--- src/rtl/rfsh_pkg.sv ---
package rfsh_pkg;
  typedef enum logic [2:0] {
    ST_IDLE,
    ST_WAIT_GRANT,
    ST_LEAD,
    ST_ROW_LOW,
    ST_PRECH
  } rfsh_state_e;
endpackage

--- src/rtl/rfsh_tick_timer.sv ---
module rfsh_tick_timer #(
  parameter int TICK_DIV = 780
) (
  input  logic clk,
  input  logic rst,
  output logic tick
);
  localparam int TW = (TICK_DIV > 1) ? $clog2(TICK_DIV) : 1;
  localparam logic [TW-1:0] LAST = TW'(TICK_DIV - 1);

  logic [TW-1:0] cnt_q;

  always_ff @(posedge clk) begin
    if (rst)              cnt_q <= '0;
    else if (cnt_q == LAST) cnt_q <= '0;
    else                  cnt_q <= cnt_q + 1'b1;
  end

  assign tick = (cnt_q == LAST);

  AST_TICK_WRAPS: assert property (@(posedge clk) disable iff (rst)
    tick |=> (cnt_q == '0));
endmodule

--- src/rtl/rfsh_backlog.sv ---
module rfsh_backlog #(
  parameter int MAX_PENDING = 8,
  parameter int URGENT_AT   = 6
) (
  input  logic clk,
  input  logic rst,
  input  logic credit,
  input  logic done,
  output logic [$clog2(MAX_PENDING+1)-1:0] pending,
  output logic urgent,
  output logic nonzero
);
  localparam int PW = $clog2(MAX_PENDING + 1);
  localparam logic [PW-1:0] PMAX = PW'(MAX_PENDING);
  localparam logic [PW-1:0] PURG = PW'(URGENT_AT);

  logic [PW-1:0] pend_q, pend_n;
  logic          urg_q;

  always_comb begin
    pend_n = pend_q;
    if (credit && !done) begin
      if (pend_q != PMAX) pend_n = pend_q + 1'b1;
    end else if (done && !credit) begin
      if (pend_q != '0) pend_n = pend_q - 1'b1;
    end
  end

  always_ff @(posedge clk) begin
    if (rst) begin
      pend_q <= '0;
      urg_q  <= 1'b0;
    end else begin
      pend_q <= pend_n;
      urg_q  <= (pend_n >= PURG);
    end
  end

  assign pending = pend_q;
  assign urgent  = urg_q;
  assign nonzero = (pend_q != '0);

  AST_PEND_BOUND: assert property (@(posedge clk) disable iff (rst)
    pend_q <= PMAX);
  AST_CREDIT_STEP: assert property (@(posedge clk) disable iff (rst)
    (credit && !done && pend_q != PMAX) |=> (pend_q == $past(pend_q) + 1'b1));
  AST_DONE_STEP: assert property (@(posedge clk) disable iff (rst)
    (done && !credit) |=> (pend_q == $past(pend_q) - 1'b1));
  AST_URGENT_NONZERO: assert property (@(posedge clk) disable iff (rst)
    urg_q |-> (pend_q != '0));
endmodule

--- src/rtl/rfsh_strobe_seq.sv ---
module rfsh_strobe_seq
  import rfsh_pkg::*;
#(
  parameter int CAS_LEAD = 1,
  parameter int RAS_LOW  = 3,
  parameter int PRECH    = 2,
  parameter int ROW_BITS = 11
) (
  input  logic                clk,
  input  logic                rst,
  input  logic                have_work,
  input  logic                ack,
  input  logic                mode_ro,
  output logic                done,
  output logic                req,
  output logic                busy,
  output logic                ras_n,
  output logic                cas_n,
  output logic                addr_oe,
  output logic [ROW_BITS-1:0] addr
);
  localparam int MAXD = (CAS_LEAD > RAS_LOW) ?
                        ((CAS_LEAD > PRECH) ? CAS_LEAD : PRECH) :
                        ((RAS_LOW > PRECH) ? RAS_LOW : PRECH);
  localparam int DW = $clog2(MAXD + 1);
  localparam int RW = $clog2(RAS_LOW + 2);

  rfsh_state_e       st_q, st_n;
  logic [DW-1:0]     cnt_q, cnt_n;
  logic              mode_q, mode_n;
  logic [ROW_BITS-1:0] row_q;
  logic              req_q, busy_q, ras_n_q, cas_n_q, oe_q;
  logic [ROW_BITS-1:0] addr_q;
  logic              strobing_n;

  always_comb begin
    st_n   = st_q;
    cnt_n  = cnt_q;
    mode_n = mode_q;
    done   = 1'b0;
    unique case (st_q)
      ST_IDLE: if (have_work) st_n = ST_WAIT_GRANT;
      ST_WAIT_GRANT: if (ack) begin
        st_n   = ST_LEAD;
        cnt_n  = DW'(CAS_LEAD - 1);
        mode_n = mode_ro;
      end
      ST_LEAD: begin
        if (cnt_q == '0) begin
          st_n  = ST_ROW_LOW;
          cnt_n = DW'(RAS_LOW - 1);
        end else cnt_n = cnt_q - 1'b1;
      end
      ST_ROW_LOW: begin
        if (cnt_q == '0) begin
          st_n  = ST_PRECH;
          cnt_n = DW'(PRECH - 1);
        end else cnt_n = cnt_q - 1'b1;
      end
      ST_PRECH: begin
        if (cnt_q == '0) begin
          st_n = ST_IDLE;
          done = 1'b1;
        end else cnt_n = cnt_q - 1'b1;
      end
      default: st_n = ST_IDLE;
    endcase
  end

  assign strobing_n = (st_n == ST_LEAD) || (st_n == ST_ROW_LOW);

  always_ff @(posedge clk) begin
    if (rst) begin
      st_q    <= ST_IDLE;
      cnt_q   <= '0;
      mode_q  <= 1'b0;
      row_q   <= '0;
      req_q   <= 1'b0;
      busy_q  <= 1'b0;
      ras_n_q <= 1'b1;
      cas_n_q <= 1'b1;
      oe_q    <= 1'b0;
      addr_q  <= '0;
    end else begin
      st_q    <= st_n;
      cnt_q   <= cnt_n;
      mode_q  <= mode_n;
      if (done && mode_q) row_q <= row_q + 1'b1;
      req_q   <= (st_n == ST_WAIT_GRANT);
      busy_q  <= strobing_n || (st_n == ST_PRECH);
      ras_n_q <= (st_n != ST_ROW_LOW);
      cas_n_q <= !(strobing_n && !mode_n);
      oe_q    <= strobing_n && mode_n;
      addr_q  <= (strobing_n && mode_n) ? row_q : '0;
    end
  end

  assign req     = req_q;
  assign busy    = busy_q;
  assign ras_n   = ras_n_q;
  assign cas_n   = cas_n_q;
  assign addr_oe = oe_q;
  assign addr    = addr_q;

  logic [RW-1:0] low_run_q;
  always_ff @(posedge clk) begin
    if (rst)                 low_run_q <= '0;
    else if (ras_n_q)        low_run_q <= '0;
    else if (low_run_q != '1) low_run_q <= low_run_q + 1'b1;
  end

  AST_NO_STROBE_WO_GRANT: assert property (@(posedge clk) disable iff (rst)
    (st_q == ST_WAIT_GRANT && !ack) |=> (ras_n_q && cas_n_q));
  AST_REQ_HAS_WORK: assert property (@(posedge clk) disable iff (rst)
    req_q |-> have_work);
  AST_CAS_FIRST: assert property (@(posedge clk) disable iff (rst)
    ($fell(ras_n_q) && !mode_q) |-> !cas_n_q);
  AST_RO_CAS_HIGH: assert property (@(posedge clk) disable iff (rst)
    (!ras_n_q && mode_q) |-> (cas_n_q && oe_q));
  AST_RAS_WIDTH: assert property (@(posedge clk) disable iff (rst)
    $rose(ras_n_q) |-> (low_run_q == RW'(RAS_LOW)));
endmodule

--- src/rtl/rfsh_sched.sv ---
module rfsh_sched #(
  parameter int TICK_DIV    = 780,
  parameter int MAX_PENDING = 8,
  parameter int URGENT_AT   = 6,
  parameter int CAS_LEAD    = 1,
  parameter int RAS_LOW     = 3,
  parameter int PRECH       = 2,
  parameter int ROW_BITS    = 11
) (
  input  logic                               clk,
  input  logic                               rst,
  input  logic                               mode_ras_only,
  input  logic                               ctrl_ack,
  output logic                               rf_req,
  output logic                               rf_urgent,
  output logic                               rf_busy,
  output logic                               dram_ras_n,
  output logic                               dram_cas_n,
  output logic                               dram_we_n,
  output logic [ROW_BITS-1:0]                dram_addr,
  output logic                               dram_addr_oe,
  output logic [$clog2(MAX_PENDING+1)-1:0]   backlog
);
  logic credit, done, work;

  rfsh_tick_timer #(.TICK_DIV(TICK_DIV)) u_timer (
    .clk (clk),
    .rst (rst),
    .tick(credit)
  );

  rfsh_backlog #(.MAX_PENDING(MAX_PENDING), .URGENT_AT(URGENT_AT)) u_backlog (
    .clk    (clk),
    .rst    (rst),
    .credit (credit),
    .done   (done),
    .pending(backlog),
    .urgent (rf_urgent),
    .nonzero(work)
  );

  rfsh_strobe_seq #(
    .CAS_LEAD(CAS_LEAD), .RAS_LOW(RAS_LOW), .PRECH(PRECH), .ROW_BITS(ROW_BITS)
  ) u_seq (
    .clk      (clk),
    .rst      (rst),
    .have_work(work),
    .ack      (ctrl_ack),
    .mode_ro  (mode_ras_only),
    .done     (done),
    .req      (rf_req),
    .busy     (rf_busy),
    .ras_n    (dram_ras_n),
    .cas_n    (dram_cas_n),
    .addr_oe  (dram_addr_oe),
    .addr     (dram_addr)
  );

  assign dram_we_n = 1'b1;

  AST_BUSY_XOR_REQ: assert property (@(posedge clk) disable iff (rst)
    !(rf_busy && rf_req));
endmodule

--- config.mk ---
export PLATFORM = sky130hd
export DESIGN_NAME = rfsh_sched
export DESIGN_NICKNAME = d
export VERILOG_FILES = /design/src/rtl/rfsh_pkg.sv /design/src/rtl/rfsh_tick_timer.sv /design/src/rtl/rfsh_backlog.sv /design/src/rtl/rfsh_strobe_seq.sv /design/src/rtl/rfsh_sched.sv
export SDC_FILE = /design/constraint.sdc
export NUM_CORES = 1
export LEC_CHECK = 0
export BUFFER_PORTS_ARGS = -buffer_cell sky130_fd_sc_hd__buf_2
export CAP_MARGIN = 5
export CORE_ASPECT_RATIO = 1.5
export CORE_MARGIN = 2
export CORE_UTILIZATION = 51
export DETAILED_ROUTE_END_ITERATION = 8
export PLACE_DENSITY = 0.85
export SLEW_MARGIN = 20
export SYNTH_ARGS = -nofsm -noshare
export SYNTH_HDL_FRONTEND = slang
export SYNTH_SLANG_ARGS = --single-unit
--- constraint.sdc ---
create_clock -name clk -period 2.02 [get_ports clk]
set_input_delay 0.404 -clock clk [delete_from_list [all_inputs] [get_ports clk]]
set_output_delay 0.404 -clock clk [all_outputs]
set_load 0.01 [all_outputs]
### After elaboration in Yosys (flattened, before gate mapping)

Index checks and enable logic that the tools add are counted.

| storage, ports and cells | value |
|---|---|
| logic and storage cells | 70 |
| register bits after elaboration | 48 |

| operators by class | value |
|---|---|
| bitwise gates (word level) | 1 |
| add/subtract/negate cells | 5 |
| multiplexer cells | 19 |
| reductions and logical operators | 18 |
| eq/ne operators | 13 |
| order comparisons | 1 |

Operators with widths:

| operator | number |
|---|---|
| 2-to-1 mux 4 bit | 4 |
| 2-to-1 mux 3 bit | 5 |
| case mux 3 bit (5 select lines) | 1 |
| == test 3 x 2 -> 1 bit, second input constant | 4 |
| adder 11 x 1 -> 11 bit, second input constant | 1 |
| adder 10 x 1 -> 10 bit, second input constant | 1 |
| == test 10 bit, second input constant | 1 |
| 2-to-1 mux 2 bit | 4 |
| case mux 2 bit (4 select lines) | 1 |
| nonzero test 4 bit | 2 |
| == test 3 x 1 -> 1 bit, second input constant | 2 |
| == test 3 bit, second input constant | 2 |
| logical AND 1 bit | 5 |
| adder 4 x 1 -> 4 bit, second input constant | 1 |
| >= comparator 4 x 3 -> 1 bit, second input constant | 1 |
| zero test 1 bit | 4 |
| 2-to-1 mux 1 bit | 4 |
| != test 2 bit, second input constant | 2 |
| != test 4 bit, second input constant | 1 |
| OR reduction 2 bit | 2 |
| subtractor 4 x 1 -> 4 bit, second input constant | 1 |
| zero test 3 bit | 1 |
| != test 3 x 2 -> 1 bit, second input constant | 1 |
| AND reduction 3 bit | 1 |
| other kinds (4) | 5 |

### Depth between registers and ports, before layout

| logic depth | value |
|---|---|
| depth after elaboration | 8 |
| gate-level depth with buffers | 10 |

### Hierarchy

A second synthesis with hierarchy kept.

| unflattened totals | value |
|---|---|
| cells, all modules | 250 |
| area, all modules | 2339.7 sq um |

By module, submodules not included:

| module | area an instance (sq um) | times used | cells an instance |
|---|---|---|---|
| rfsh_strobe_seq | 1443.9 | 1 | 150 |
| rfsh_tick_timer | 465.4 | 1 | 51 |
| rfsh_backlog | 419.2 | 1 | 47 |
| rfsh_sched | 11.3 | 1 | 2 |

### Worst setup path after synthesis

No wires, ideal clock.

| path | value |
|---|---|
| path kind | reg2reg |
| from | reg u_seq.cnt_q[0] |
| to | reg u_backlog.urg_q, in the netlist u_backlog.urgent |
| clock period less this slack | 2.015 ns |
| cell stages (with the launch flop) | 10 |
| required time | 1.906 ns |
| setup slack | 0.005 ns |
| setup time | 0.114 ns |
| arrival time | 1.901 ns |
| path buffers | 2 |
| cell sequence | dfxtp_1 > inv_1 > ha_1 > buf_2 > and4bb_1 > buf_4 > a2111oi_0 > nor4_1 > a31o_2 > a21o_1 |

| between the ends | value |
|---|---|
| word-level cells in the longest chain between the ends | 7 |

RTL lines:

| what | RTL line | source |
|---|---|---|
| from (decl) | rfsh_strobe_seq.sv:29 | `logic [DW-1:0] cnt_q, cnt_n;` |
| from (signal assigned) | rfsh_strobe_seq.sv:86 | `cnt_q <= cnt_n;` |
| zero test 2 bit (*) | rfsh_strobe_seq.sv:61 | `if (cnt_q == '0) begin` |
| 2-to-1 mux 1 bit (*) | rfsh_strobe_seq.sv:61 |  |
| 2-to-1 mux 1 bit (*) | rfsh_strobe_seq.sv:41 | `unique case (st_q)` |
| logical AND 1 bit or zero test 1 bit (tied branches) | rfsh_backlog.sv:24, rfsh_backlog.sv:22 |  |
| 2-to-1 mux 4 bit or logical AND 1 bit (tied branches) | rfsh_backlog.sv:24, rfsh_backlog.sv:22 |  |
| 2-to-1 mux 4 bit (*) | rfsh_backlog.sv:22 | `if (credit && !done) begin` |
| >= comparator 4 x 3 -> 1 bit (*) | rfsh_backlog.sv:35 | `urg_q <= (pend_n >= PURG);` |
| to (signal assigned) | rfsh_backlog.sv:35 |  |
| to (decl) | rfsh_backlog.sv:18 | `logic urg_q;` |

Every way passes the cells marked *; elsewhere a longest branch is shown, timed or not.
A chain may end at the register's enable or synchronous reset.

### Worst setup path in the final report

Ends and elaborated chain as after synthesis.

==> reports/qor.yml <==
clock.fmax_mhz: 513
row_count: 28
power_leakage_nw: 1.00
start_util_pct: 53.5
clkPwrFrac_pct: 36.9
pwr-share-seq_pct: 61.3
syn2layout_area_growth_pct: 15.5
synth_nets: 242
grt_overflow_total: 0
cts_buffer_depth: 2
p_sw_share_pct: 20.5
routed_wl_mm: 4.07
instances_no_fill: 309
ys_seq_area_share_pct: 45.3
antenna_found_initial: 0
synth.distinct_cells: 50
slew_viol_final: 0
max_cap_violations: 0
synth_fa_ha_area_share_pct: 4.13
diodes: 0
avgRoutedWirePerCell_um: 13.2
place_ws_ps: 42.1
skew_ps: 4.94
power_mw: 1.56
avgViaCountPerCell: 5.47
crit_type: "flop to flop"
setup_violations: 0
period_minus_slack_ps: 1950
fp.dieH_um: 83.0
synth_compound_area_share_pct: 11.2
netlist_instances: 231
drive_gt1_share_pct: 22.3
grt_pass1_vias: 1641
synth_top_family_by_area: "simple AND/OR/NAND/NOR gates"
switchingPower_uw: 320
coreArea_um2: 3960
holdCritPathClass: "input port to flop"
p_per_area_nw_per_um2: 636
worstSkewPairLatency_ps: 300
cts_made_buffers: 5
synth_enable_flop_cells: 0
grt.total_usage_pct: 17.8
drt_drc_violations_left: 0
die_w_um: 56.6
internal_power_mw: 1.24
status: "completed"
ys.flop_type: "dfxtp_1"
async_flop_share_pct: 0
dieArea_um2: 4700
arrival_ps: 2150
synth_warnings: 0
fin_ws_ps: 69.7
worst_setup_path_start_kind: "flop"
hpwl_mm: 2.99
cts_sinks: 48
crit_required_ps: 2220
cts-root-buf: "clkbuf_8"
holdBufCountCts: 0
synth-xor-area-share_pct: 6.61
drt_iter0_drc: 17
path_clk_slew_ps: 80
syn_avg_cell_area_um2: 9.18
synth_seq_cells: 48
final_core_util_pct: 61.9
cts_setup_buffers: 0
synthSimpleGateAreaFrac_pct: 26.0
critPathCaptureType: "flop"
fin_area_um2: 2450
hold_viol_final: 0
placed_cells: 301
drtPass1Iterations: 4
gp_congestion: 0.823
grt_pass1_wl_mm: 6.78
critPathMaxFanout: 6
combPwrFrac_pct: 1.7
synthesis.area_um2: 2120
port_buffers: 24
ios: 26
grt_max_degree: 22
synthMuxAreaShare_pct: 2.18
cts_tree: "built"
layout.nets: 274
peakVddDrop_v: 0.000419
period_share_pct: 96.5
ant_nets: 0
post_dp_cell_area_um2: 2330
num_vias: 1691
cts_max_level: 2
## per-layer routing
layer	GRT usage [%]	wire (um)
met4	6.71	72
met1	16.9	1520
met5	0	0
met2	35.2	2320
met3	4.05	155
## critical path, cell delays in order, from the launching register on
cell and delay (ps):
dfxtp_1 370, inv_1 80, ha_2 200, and4bb_2 270
a2111oi_0 440, nor4_1 90, a31o_2 240, a21o_1 150
## power by group through the flow
stage / registers [mW] / logic (mW) / clock network [mW]
after global routing: 0.956 / 0.0302 / 0.620
after CTS: 0.955 / 0.0270 / 0.597
after global placement: 0.977 / 0.0267 / 0
final: 0.955 / 0.0269 / 0.575
after floorplan: 0.977 / 0.0212 / 0
after detailed placement: 0.978 / 0.0270 / 0
## synth_stat cells (2+ instances only)
library cell	count	area (um^2)
a211oi_1	2	15.0
a21oi_1	11	55.1
a31o_2	2	17.5
a31oi_1	2	12.5
and2_1	14	87.6
and3_1	7	43.8
buf_2	4	20.0
buf_4	2	15.0
clkbuf_1	5	18.8
dfxtp_1	48	961
ha_1	7	87.6
inv_1	9	33.8
mux2i_1	2	20.0
nand2_1	14	52.6
nand3_1	7	35.0
nand4_1	3	18.8
nor2_1	32	120
nor2b_1	2	12.5
nor3_1	3	15.0
nor4_1	2	12.5
o21ai_0	5	25.0
o22ai_1	2	12.5
or3_1	5	31.3
xnor2_1	10	87.6
xor2_1	6	52.6
## logic make-up after synthesis
kind of cell,Yosys count
buffers and inverters,21
other,1
and+or+nand+nor,102
adders and majority gates,7
AOI/OAI and AO/OA,33
xor gates and xnor gates,16
DFF,48
muxes,3
## worst paths after layout
kind                                         end             start  cells after the start  slack (ps)
worst max-delay path            u_backlog.urgent    u_seq.cnt_q[0]                      7          70
worst min-delay path                 u_seq.cas_n     mode_ras_only                      3         370
worst max register to register  u_backlog.urgent    u_seq.cnt_q[0]                      7          70
worst min register to register  u_timer.cnt_q[0]  u_timer.cnt_q[0]                      1         470
## metrics by stage
step	hold slack, ps	TNS [ps]
2_1_floorplan	426	0
3_3_place_gp	440	0
3_5_place_dp	450	0
4_1_cts	370	0
5_1_grt	417	-1.24
6_report	368	0
## timing repair
item,CTS,global route
resized for setup,0,6
hold endpoints to repair,0,0
endpoints found under the setup margin,0,15
## area by class of cell
class | instances | area (um^2)
clock buffer | 7 | 86.3
clock inverter | 1 | 7.51
fill | 358 | 1510
inverter | 9 | 33.8
multi-input combinational | 162 | 1090
sequential | 48 | 961
tap | 45 | 56.3
timing repair buffer | 37 | 218
## cells in the final DEF, fill, tap and decap left out, drive strengths merged, types with 2 or more instances in the layout
cell type and n:
dfxtp 48, buf 37, nor2 32, and2 14, nand2 14, a21oi 11, xnor2 10, inv 9
and3 8, nand3 7, ha 7, clkbuf 7, xor2 6, o21ai 5, or3 5, nor3 4
nand4 3, nor2b 2, mux2i 2, a31o 2, o22ai 2, a211oi 2, a31oi 2, nor4 2
or2 2, or4 2, a2111oi 2
## sequential cells by signal, summed over array words and instances, names as in the netlist
name               count
u_backlog.pending      4
u_backlog.urgent       1
u_seq.req              1
u_seq.addr_oe          1
u_seq.mode_q           1
u_seq.addr            11
u_seq.busy             1
u_seq.row_q           11
u_seq.ras_n            1
u_seq.cas_n            1
u_seq.st_q             3
u_seq.cnt_q            2
u_timer.cnt_q         10
No activity file was read; power rests on OpenSTA's default activity.
